==> src/rtl/gpio_ec_pkg.sv <==
package gpio_ec_pkg;
  localparam int WORD_W = 32;
  localparam int OFS_W  = 12;
  localparam int LANES  = WORD_W / 8;

  localparam logic [OFS_W-1:0] OFS_DIRN  = 12'h000;
  localparam logic [OFS_W-1:0] OFS_OPEN  = 12'h004;
  localparam logic [OFS_W-1:0] OFS_LEVEL = 12'h008;
  localparam logic [OFS_W-1:0] OFS_EVENT = 12'h00C;
  localparam logic [OFS_W-1:0] OFS_MASK  = 12'h010;
  localparam logic [OFS_W-1:0] OFS_SENSE = 12'h014;

  localparam logic [LANES-1:0] LANES_ALL = '1;
endpackage

==> src/rtl/gpio_ec_sync.sv <==
module gpio_ec_sync #(
  parameter int W      = 32,
  parameter int STAGES = 2
) (
  input  logic         clk,
  input  logic         rst_n,
  input  logic [W-1:0] async_in,
  output logic [W-1:0] sync_lvl,
  output logic [W-1:0] hist_lvl
);
  logic [W-1:0] stage_q [STAGES];
  logic [W-1:0] hist_q;

  for (genvar s = 0; s < STAGES; s++) begin : g_stage
    logic [W-1:0] d;
    if (s == 0) begin : g_first
      assign d = async_in;
    end else begin : g_next
      assign d = stage_q[s-1];
    end
    always_ff @(posedge clk or negedge rst_n) begin
      if (!rst_n) stage_q[s] <= '0;
      else        stage_q[s] <= d;
    end
  end

  always_ff @(posedge clk or negedge rst_n) begin
    if (!rst_n) hist_q <= '0;
    else        hist_q <= stage_q[STAGES-1];
  end

  assign sync_lvl = stage_q[STAGES-1];
  assign hist_lvl = hist_q;
endmodule

==> src/rtl/gpio_ec_event.sv <==
module gpio_ec_event #(
  parameter int W = 32
) (
  input  logic         clk,
  input  logic         rst_n,
  input  logic [W-1:0] sync_lvl,
  input  logic [W-1:0] hist_lvl,
  input  logic [W-1:0] dirn,
  input  logic [W-1:0] sense,
  input  logic         clr_en,
  input  logic [W-1:0] clr_bits,
  output logic [W-1:0] evt_q
);
  logic [W-1:0] fell, changed, set_bits, clr_mask, evt_d;

  always_comb begin
    fell     = hist_lvl & ~sync_lvl;
    changed  = hist_lvl ^ sync_lvl;
    set_bits = ~dirn & ((sense & fell) | (~sense & changed));
    clr_mask = clr_en ? clr_bits : '0;
    evt_d    = (evt_q & ~clr_mask) | set_bits;
  end

  always_ff @(posedge clk or negedge rst_n) begin
    if (!rst_n) evt_q <= '0;
    else        evt_q <= evt_d;
  end

  // a detected edge survives a same-cycle clear
  a_r11_set_wins: assert property (@(posedge clk) disable iff (!rst_n)
    (|set_bits) |=> ((evt_q & $past(set_bits)) == $past(set_bits)));

  // bits written as 1 are cleared when no edge hits them
  a_r7_w1c_clears: assert property (@(posedge clk) disable iff (!rst_n)
    clr_en |=> ((evt_q & $past(clr_bits & ~set_bits)) == '0));

  // new events appear only on pins that were inputs
  a_r12_no_output_event: assert property (@(posedge clk) disable iff (!rst_n)
    1'b1 |=> ((evt_q & ~$past(evt_q) & $past(dirn)) == '0));

  // in falling-only mode a new event needs a high-to-low step
  a_r9_fall_only: assert property (@(posedge clk) disable iff (!rst_n)
    1'b1 |=> ((evt_q & ~$past(evt_q) & $past(sense) & ~$past(hist_lvl & ~sync_lvl)) == '0));
endmodule

==> src/rtl/gpio_ec_regs.sv <==
module gpio_ec_regs
  import gpio_ec_pkg::*;
#(
  parameter int W = WORD_W
) (
  input  logic             clk,
  input  logic             rst_n,
  input  logic [OFS_W-1:0] bus_addr,
  input  logic             bus_wr,
  input  logic             bus_rd,
  input  logic [W/8-1:0]   bus_be,
  input  logic [W-1:0]     bus_wdata,
  output logic [W-1:0]     bus_rdata,
  input  logic [W-1:0]     sync_lvl,
  input  logic [W-1:0]     evt_q,
  output logic [W-1:0]     dirn_q,
  output logic [W-1:0]     sense_q,
  output logic [W-1:0]     mask_q,
  output logic [W-1:0]     level_q,
  output logic             evt_clr_en,
  output logic [W-1:0]     evt_clr_bits
);
  localparam logic [W/8-1:0] FULL = '1;

  logic [W-1:0] open_q;
  logic         full, wr_ok;
  logic         dirn_en, open_en, level_en, mask_en, sense_en;
  logic [W-1:0] level_d;

  assign full     = (bus_be == FULL);
  assign wr_ok    = bus_wr && full;
  assign dirn_en  = wr_ok && (bus_addr == OFS_DIRN);
  assign open_en  = wr_ok && (bus_addr == OFS_OPEN);
  assign level_en = wr_ok && (bus_addr == OFS_LEVEL);
  assign mask_en  = wr_ok && (bus_addr == OFS_MASK);
  assign sense_en = wr_ok && (bus_addr == OFS_SENSE);

  assign evt_clr_en   = wr_ok && (bus_addr == OFS_EVENT);
  assign evt_clr_bits = bus_wdata;

  // output bits keep or take the written value, input bits follow the pad
  always_comb begin
    for (int i = 0; i < W; i++) begin
      if (dirn_q[i]) level_d[i] = level_en ? bus_wdata[i] : level_q[i];
      else           level_d[i] = sync_lvl[i];
    end
  end

  always_ff @(posedge clk or negedge rst_n) begin
    if (!rst_n) begin
      dirn_q  <= '0;
      open_q  <= '0;
      mask_q  <= '0;
      sense_q <= '0;
      level_q <= '0;
    end else begin
      if (dirn_en)  dirn_q  <= bus_wdata;
      if (open_en)  open_q  <= bus_wdata;
      if (mask_en)  mask_q  <= bus_wdata;
      if (sense_en) sense_q <= bus_wdata;
      level_q <= level_d;
    end
  end

  always_comb begin
    bus_rdata = '0;
    if (bus_rd && full) begin
      unique case (bus_addr)
        OFS_DIRN:  bus_rdata = dirn_q;
        OFS_OPEN:  bus_rdata = open_q;
        OFS_LEVEL: bus_rdata = level_q;
        OFS_EVENT: bus_rdata = evt_q;
        OFS_MASK:  bus_rdata = mask_q;
        OFS_SENSE: bus_rdata = sense_q;
        default:   bus_rdata = '0;
      endcase
    end
  end

  // a partial write changes no stored setting
  a_r3_partial_write_ignored: assert property (@(posedge clk) disable iff (!rst_n)
    (bus_wr && !full) |=> ($stable(dirn_q) && $stable(open_q) && $stable(mask_q) && $stable(sense_q)));

  // a partial read returns zero
  a_r3_partial_read_zero: assert property (@(posedge clk) disable iff (!rst_n)
    (bus_rd && !full) |-> (bus_rdata == '0));

  // a level write lands on output bits only
  a_r6_level_write_outputs: assert property (@(posedge clk) disable iff (!rst_n)
    level_en |=> ((level_q & dirn_q) == ($past(bus_wdata) & dirn_q)));
endmodule

==> src/rtl/gpio_edge_ctrl.sv <==
module gpio_edge_ctrl
  import gpio_ec_pkg::*;
#(
  parameter int PINS       = WORD_W,
  parameter int SYNC_DEPTH = 2
) (
  input  logic             clk,
  input  logic             rst_n,
  input  logic [OFS_W-1:0] bus_addr,
  input  logic             bus_wr,
  input  logic             bus_rd,
  input  logic [PINS/8-1:0] bus_be,
  input  logic [PINS-1:0]  bus_wdata,
  output logic [PINS-1:0]  bus_rdata,
  input  logic [PINS-1:0]  pin_in,
  output logic [PINS-1:0]  pin_out,
  output logic [PINS-1:0]  pin_oe,
  output logic             irq
);
  localparam int TOP = PINS - 1;

  logic [PINS-1:0] pad_r, sync_lvl, hist_lvl;
  logic [PINS-1:0] dirn_q, sense_q, mask_q, level_q, evt_q;
  logic            evt_clr_en;
  logic [PINS-1:0] evt_clr_bits;

  // pin n sits at register bit TOP-n
  for (genvar n = 0; n < PINS; n++) begin : g_pin
    assign pad_r[TOP-n] = pin_in[n];
    assign pin_oe[n]    = dirn_q[TOP-n];
    assign pin_out[n]   = dirn_q[TOP-n] & level_q[TOP-n];
  end

  gpio_ec_sync #(.W(PINS), .STAGES(SYNC_DEPTH)) u_sync (
    .clk(clk), .rst_n(rst_n), .async_in(pad_r),
    .sync_lvl(sync_lvl), .hist_lvl(hist_lvl)
  );

  gpio_ec_regs #(.W(PINS)) u_regs (
    .clk(clk), .rst_n(rst_n),
    .bus_addr(bus_addr), .bus_wr(bus_wr), .bus_rd(bus_rd), .bus_be(bus_be),
    .bus_wdata(bus_wdata), .bus_rdata(bus_rdata),
    .sync_lvl(sync_lvl), .evt_q(evt_q),
    .dirn_q(dirn_q), .sense_q(sense_q), .mask_q(mask_q), .level_q(level_q),
    .evt_clr_en(evt_clr_en), .evt_clr_bits(evt_clr_bits)
  );

  gpio_ec_event #(.W(PINS)) u_event (
    .clk(clk), .rst_n(rst_n),
    .sync_lvl(sync_lvl), .hist_lvl(hist_lvl),
    .dirn(dirn_q), .sense(sense_q),
    .clr_en(evt_clr_en), .clr_bits(evt_clr_bits),
    .evt_q(evt_q)
  );

  assign irq = |(evt_q & mask_q);

  // writing an all-zero mask drops the interrupt on the next cycle
  a_r10_mask_zero_quiet: assert property (@(posedge clk) disable iff (!rst_n)
    (bus_wr && bus_be == '1 && bus_addr == OFS_MASK && bus_wdata == '0) |=> !irq);

  // an input pin is never driven
  a_r5_input_undriven: assert property (@(posedge clk) disable iff (!rst_n)
    (pin_out & ~pin_oe) == '0);
endmodule

==> config.mk <==
export PLATFORM = sky130hd
export DESIGN_NAME = gpio_edge_ctrl
export DESIGN_NICKNAME = d
export VERILOG_FILES = /design/src/rtl/gpio_ec_pkg.sv /design/src/rtl/gpio_ec_sync.sv /design/src/rtl/gpio_ec_event.sv /design/src/rtl/gpio_ec_regs.sv /design/src/rtl/gpio_edge_ctrl.sv
export SDC_FILE = /design/constraint.sdc
export NUM_CORES = 1
export LEC_CHECK = 0
export BUFFER_PORTS_ARGS = -buffer_cell sky130_fd_sc_hd__buf_2
export CORE_ASPECT_RATIO = 1.75
export CORE_MARGIN = 2
export CORE_UTILIZATION = 50
export CTS_CLUSTER_DIAMETER = 150
export DETAILED_ROUTE_END_ITERATION = 8
export PLACE_DENSITY = 0.78
export SYNTH_ARGS = -nofsm -noshare
export SYNTH_HDL_FRONTEND = slang
export SYNTH_HIERARCHICAL = 1
export SYNTH_SLANG_ARGS = --single-unit
==> constraint.sdc <==
create_clock -name clk -period 2.29 [get_ports clk]
set_clock_uncertainty 0.1 [all_clocks]
set_input_delay 0.3435 -clock clk [delete_from_list [all_inputs] [get_ports clk]]
set_output_delay 0.3435 -clock clk [all_outputs]
set_load 0.02 [all_outputs]
==> results by group <==
Cells and area
  – Antenna cell count: 0
  – Commonest non-fill, non-tap cell in the layout: dfrtp_1
  – Design area: 0.0171 sq mm
  – Share of post-route cells with drive strength above 1: 34.2%
  – Multi-input logic area: 0.00595 sq mm
  – Area growth from synthesis to layout: 24.3%
  – Net count reported at finish: 1,538
  – Register area: 0.00723 sq mm
  – Most frequent cells in the layout: dfrtp_1, buf_2, mux2_2
  – Fillers: 2,077

Die
  – Die footprint: 0.0289 sq mm
  – Die width: 129 um
  – IO Pins: 181
  – Initial Util: 50.7%
  – # rows: 80
  – Chip height: 223 um
  – CORE AREA: 0.0271 sq mm

Power
  – Leak pwr: 7.79 nW
  – PwrDens: 640 mW/mm^2
  – Worst vdd ir: 539 uV
  – Total power: 10.9 mW

CTS
  – Total CTS buffers: 27
  – Clock-pin slew on the worst setup and hold paths: 0.07 ns
  – Clk Latency, worst-skew pair: 0.55 ns
  – H-tree Lvls: 1
  – CTS Sinks: 288
  – CTS tree: yes
  – Clock buffer depth: 3
  – Clk root buf: clkbuf_16

Job
  – # Max-Cap Violations: 0

Timing
  – Final WS setup: -0.212 ns
  – Final worst path period share: 109%
  – Max-slew headroom: 72.3%
  – Fmax: 400 MHz
  – Final setup fails: 3
  – Fin Hold WS: 0.00632 ns
  – Sum Neg Setup Slack: -0.263 ns
  – Final Max Tran Viols: 0
  – Min Tclk post-route: 2.50 ns
  – Least-Margin Pin Slew: 0.416 ns
  – RSZ-0062 raised after global routing: true
  – Final Hold Viols: 0

Yosys
  – FF+latch count, synth: 288
  – Sequential fraction of the synthesis area: 52.4%
  – Gate Count Post-Synth: 1,200
  – Unique masters post-synth: 40
  – Synthesized Nets: 1,316
  – Syn Std Cell Area: 0.0138 sq mm
  – Yosys warns: 6
  – Post-Syn Area per Cell: 11.5 sq um

Placed design
  – Dpl hpwl: 26,400 um
  – Post-Place Cell Area: 0.0153 sq mm
  – Setup WS pre-CTS: 0.00896 ns
  – RePlAce Congestion: 0.895
  – IO Port Bufs: 180

Worst setup path
  – R2r endpoint: u_event/evt_q[28]
  – CP Data Arrival Time: 2.06 ns
  – CP Class: flop to output port
  – CP endpoint kind: output port
  – CP max stage delay: 0.50 ns
  – Cell Chain, Critical Path: a22oi_2 -> nand4_1 -> or4_4 -> buf_6
  – WP data required: 1.85 ns
  – Reg-to-reg slack, setup: 0.99 ns
  – CP Max Fanout: 3
  – R2R Path Start: u_sync/sync_lvl[28]
  – Reg2Reg Depth: 4
  – Slowest CP cell: or4_4
  – Worst Setup Start Kind: flop

Hold path
  – Hold-critical path endpoint: u_regs/mask_q[2]
  – Hold path cells: 2
  – HP Class: input port to flop
  – Min-delay src: bus_wdata[2]

Route
  – Vias: 10.7k
  – Post-route DRC: 0
  – Avg WL per Cell: 22.1 um
  – ANT nets after route: 0
  – Routed vias/inst: 5.93
  – Pre-antenna DRT Iters: 5
  – WL final: 40,100 um
  – Initial DRC Count: 993

Outcome
  – Outcome: complete, but fails checks
  – Violated checks: negative setup slack

GRT
  – Gr ovfl total: 0
  – Total track usage: 27.1%
  – Global-route wire length before repair: 60,700 um
  – Initial antenna violation count: 0
  – Largest net degree at the start of global routing: 64
  – Vias in the first global route: 11.1k
critical path: cells and delay by family, from the launching register on:
kind	cells	cell delay, ns
AOI/OAI and AO/OA	1	0.22
buffers and inverters	1	0.15
DFF	1	0.43
and+or+nand+nor	2	0.74
worst max-delay path by stage:
stage	start	end	slack, ns
after floorplan	bus_addr[1]	u_event/evt_q[6]	0.12
after global placement	bus_addr[7]	u_regs/open_q[23]	0.06
after detailed placement	bus_addr[7]	u_regs/open_q[31]	0.009
after CTS	u_regs/mask_q[5]	irq	-0.19
after global routing	u_event/evt_q[14]	irq	-0.25
final	u_event/evt_q[14]	irq	-0.21
state kept, by name, summed over array words and instances (netlist names):
| register | count |
|---|---|
| u_sync/hist_lvl | 32 |
| u_regs/mask_q | 32 |
| u_event/evt_q | 32 |
| u_regs/level_q | 32 |
| u_regs/dirn_q | 32 |
| u_sync/g_stage.d | 32 |
| u_regs/open_q | 32 |
| u_regs/sense_q | 32 |
| u_sync/sync_lvl | 32 |
kinds of logic after synthesis:
| family | Yosys count | synth area share (%) |
|---|---|---|
| simple gates | 312 | 12.8 |
| fa+ha+maj | 32 | 2.91 |
| buf+inv | 170 | 6.23 |
| compound gates | 205 | 10.1 |
| flops | 288 | 52.4 |
| mux | 193 | 15.6 |
through the flow:
step | cells | utilization, %
6_report | 1811 | 63.0
5_1_grt | 1811 | 63.0
4_1_cts | 1801 | 61.8
3_5_place_dp | 1710 | 56.4
3_3_place_gp | 1710 | 56.4
2_1_floorplan | 1200 | -
synth_stat cells, drive strengths merged:
cell type    n  area share, %
dfrtp      288             52
mux2       160             13
buf         66            3.4
inv         65            1.8
nor2        65            1.8
nand2b      64            2.9
a31oi       63            2.9
nand2       63            1.7
clkbuf      39            1.1
nand4       39            1.8
and2        34            1.5
a32o        32            2.3
ha          32            2.9
mux2i       32            2.3
o21ai       32            1.2
a21oi       30            1.1
nor4b       30            2.0
o21a        30            1.6
a22oi       17           0.96
and4         3           0.19
nand3        3           0.11
nor2b        3           0.14
nor3         2           0.11
nor3b        2           0.23
a211oi       1          0.055
and3         1          0.045
mux4         1           0.16
nand3b       1          0.055
nor4         1           0.15
or4          1          0.055
final cells by class:
class / count / area share (%)
Clock inverter: 15 / 1.38
Sequential cell: 288 / 42.3
Inverter: 65 / 1.43
Tap cell: 369 / 2.70
Multi-Input combinational cell: 742 / 34.8
Timing Repair Buffer: 298 / 13.1
Clock buffer: 34 / 4.34
report_power, final:
part	switching, mW	internal, mW
Clock	1.98	2.97
Combinational	0.431	0.278
Sequential	0.0715	5.20
Total	2.48	8.45
layer usage:
layer	global-route usage (%)	part of all wire, %	vias to the layer above	wire length [um]
met2	45.6	51	521	20400
met5	0	0	-	0
met3	4.44	6.8	152	2710
met1	32.1	37	5392	14600
li1	-	-	4677	-
met4	16.3	5.7	0	2300
timing repair:
item                                    CTS  global route
gates resized for setup                  27            68
hold buffers                             38             0
hold endpoints to repair                118             0
pin swaps                                 7            11
endpoints found under the setup margin    8            30
cloned                                    0             2
buffers inserted                          4             8
(Power assumes the default switching activity.)
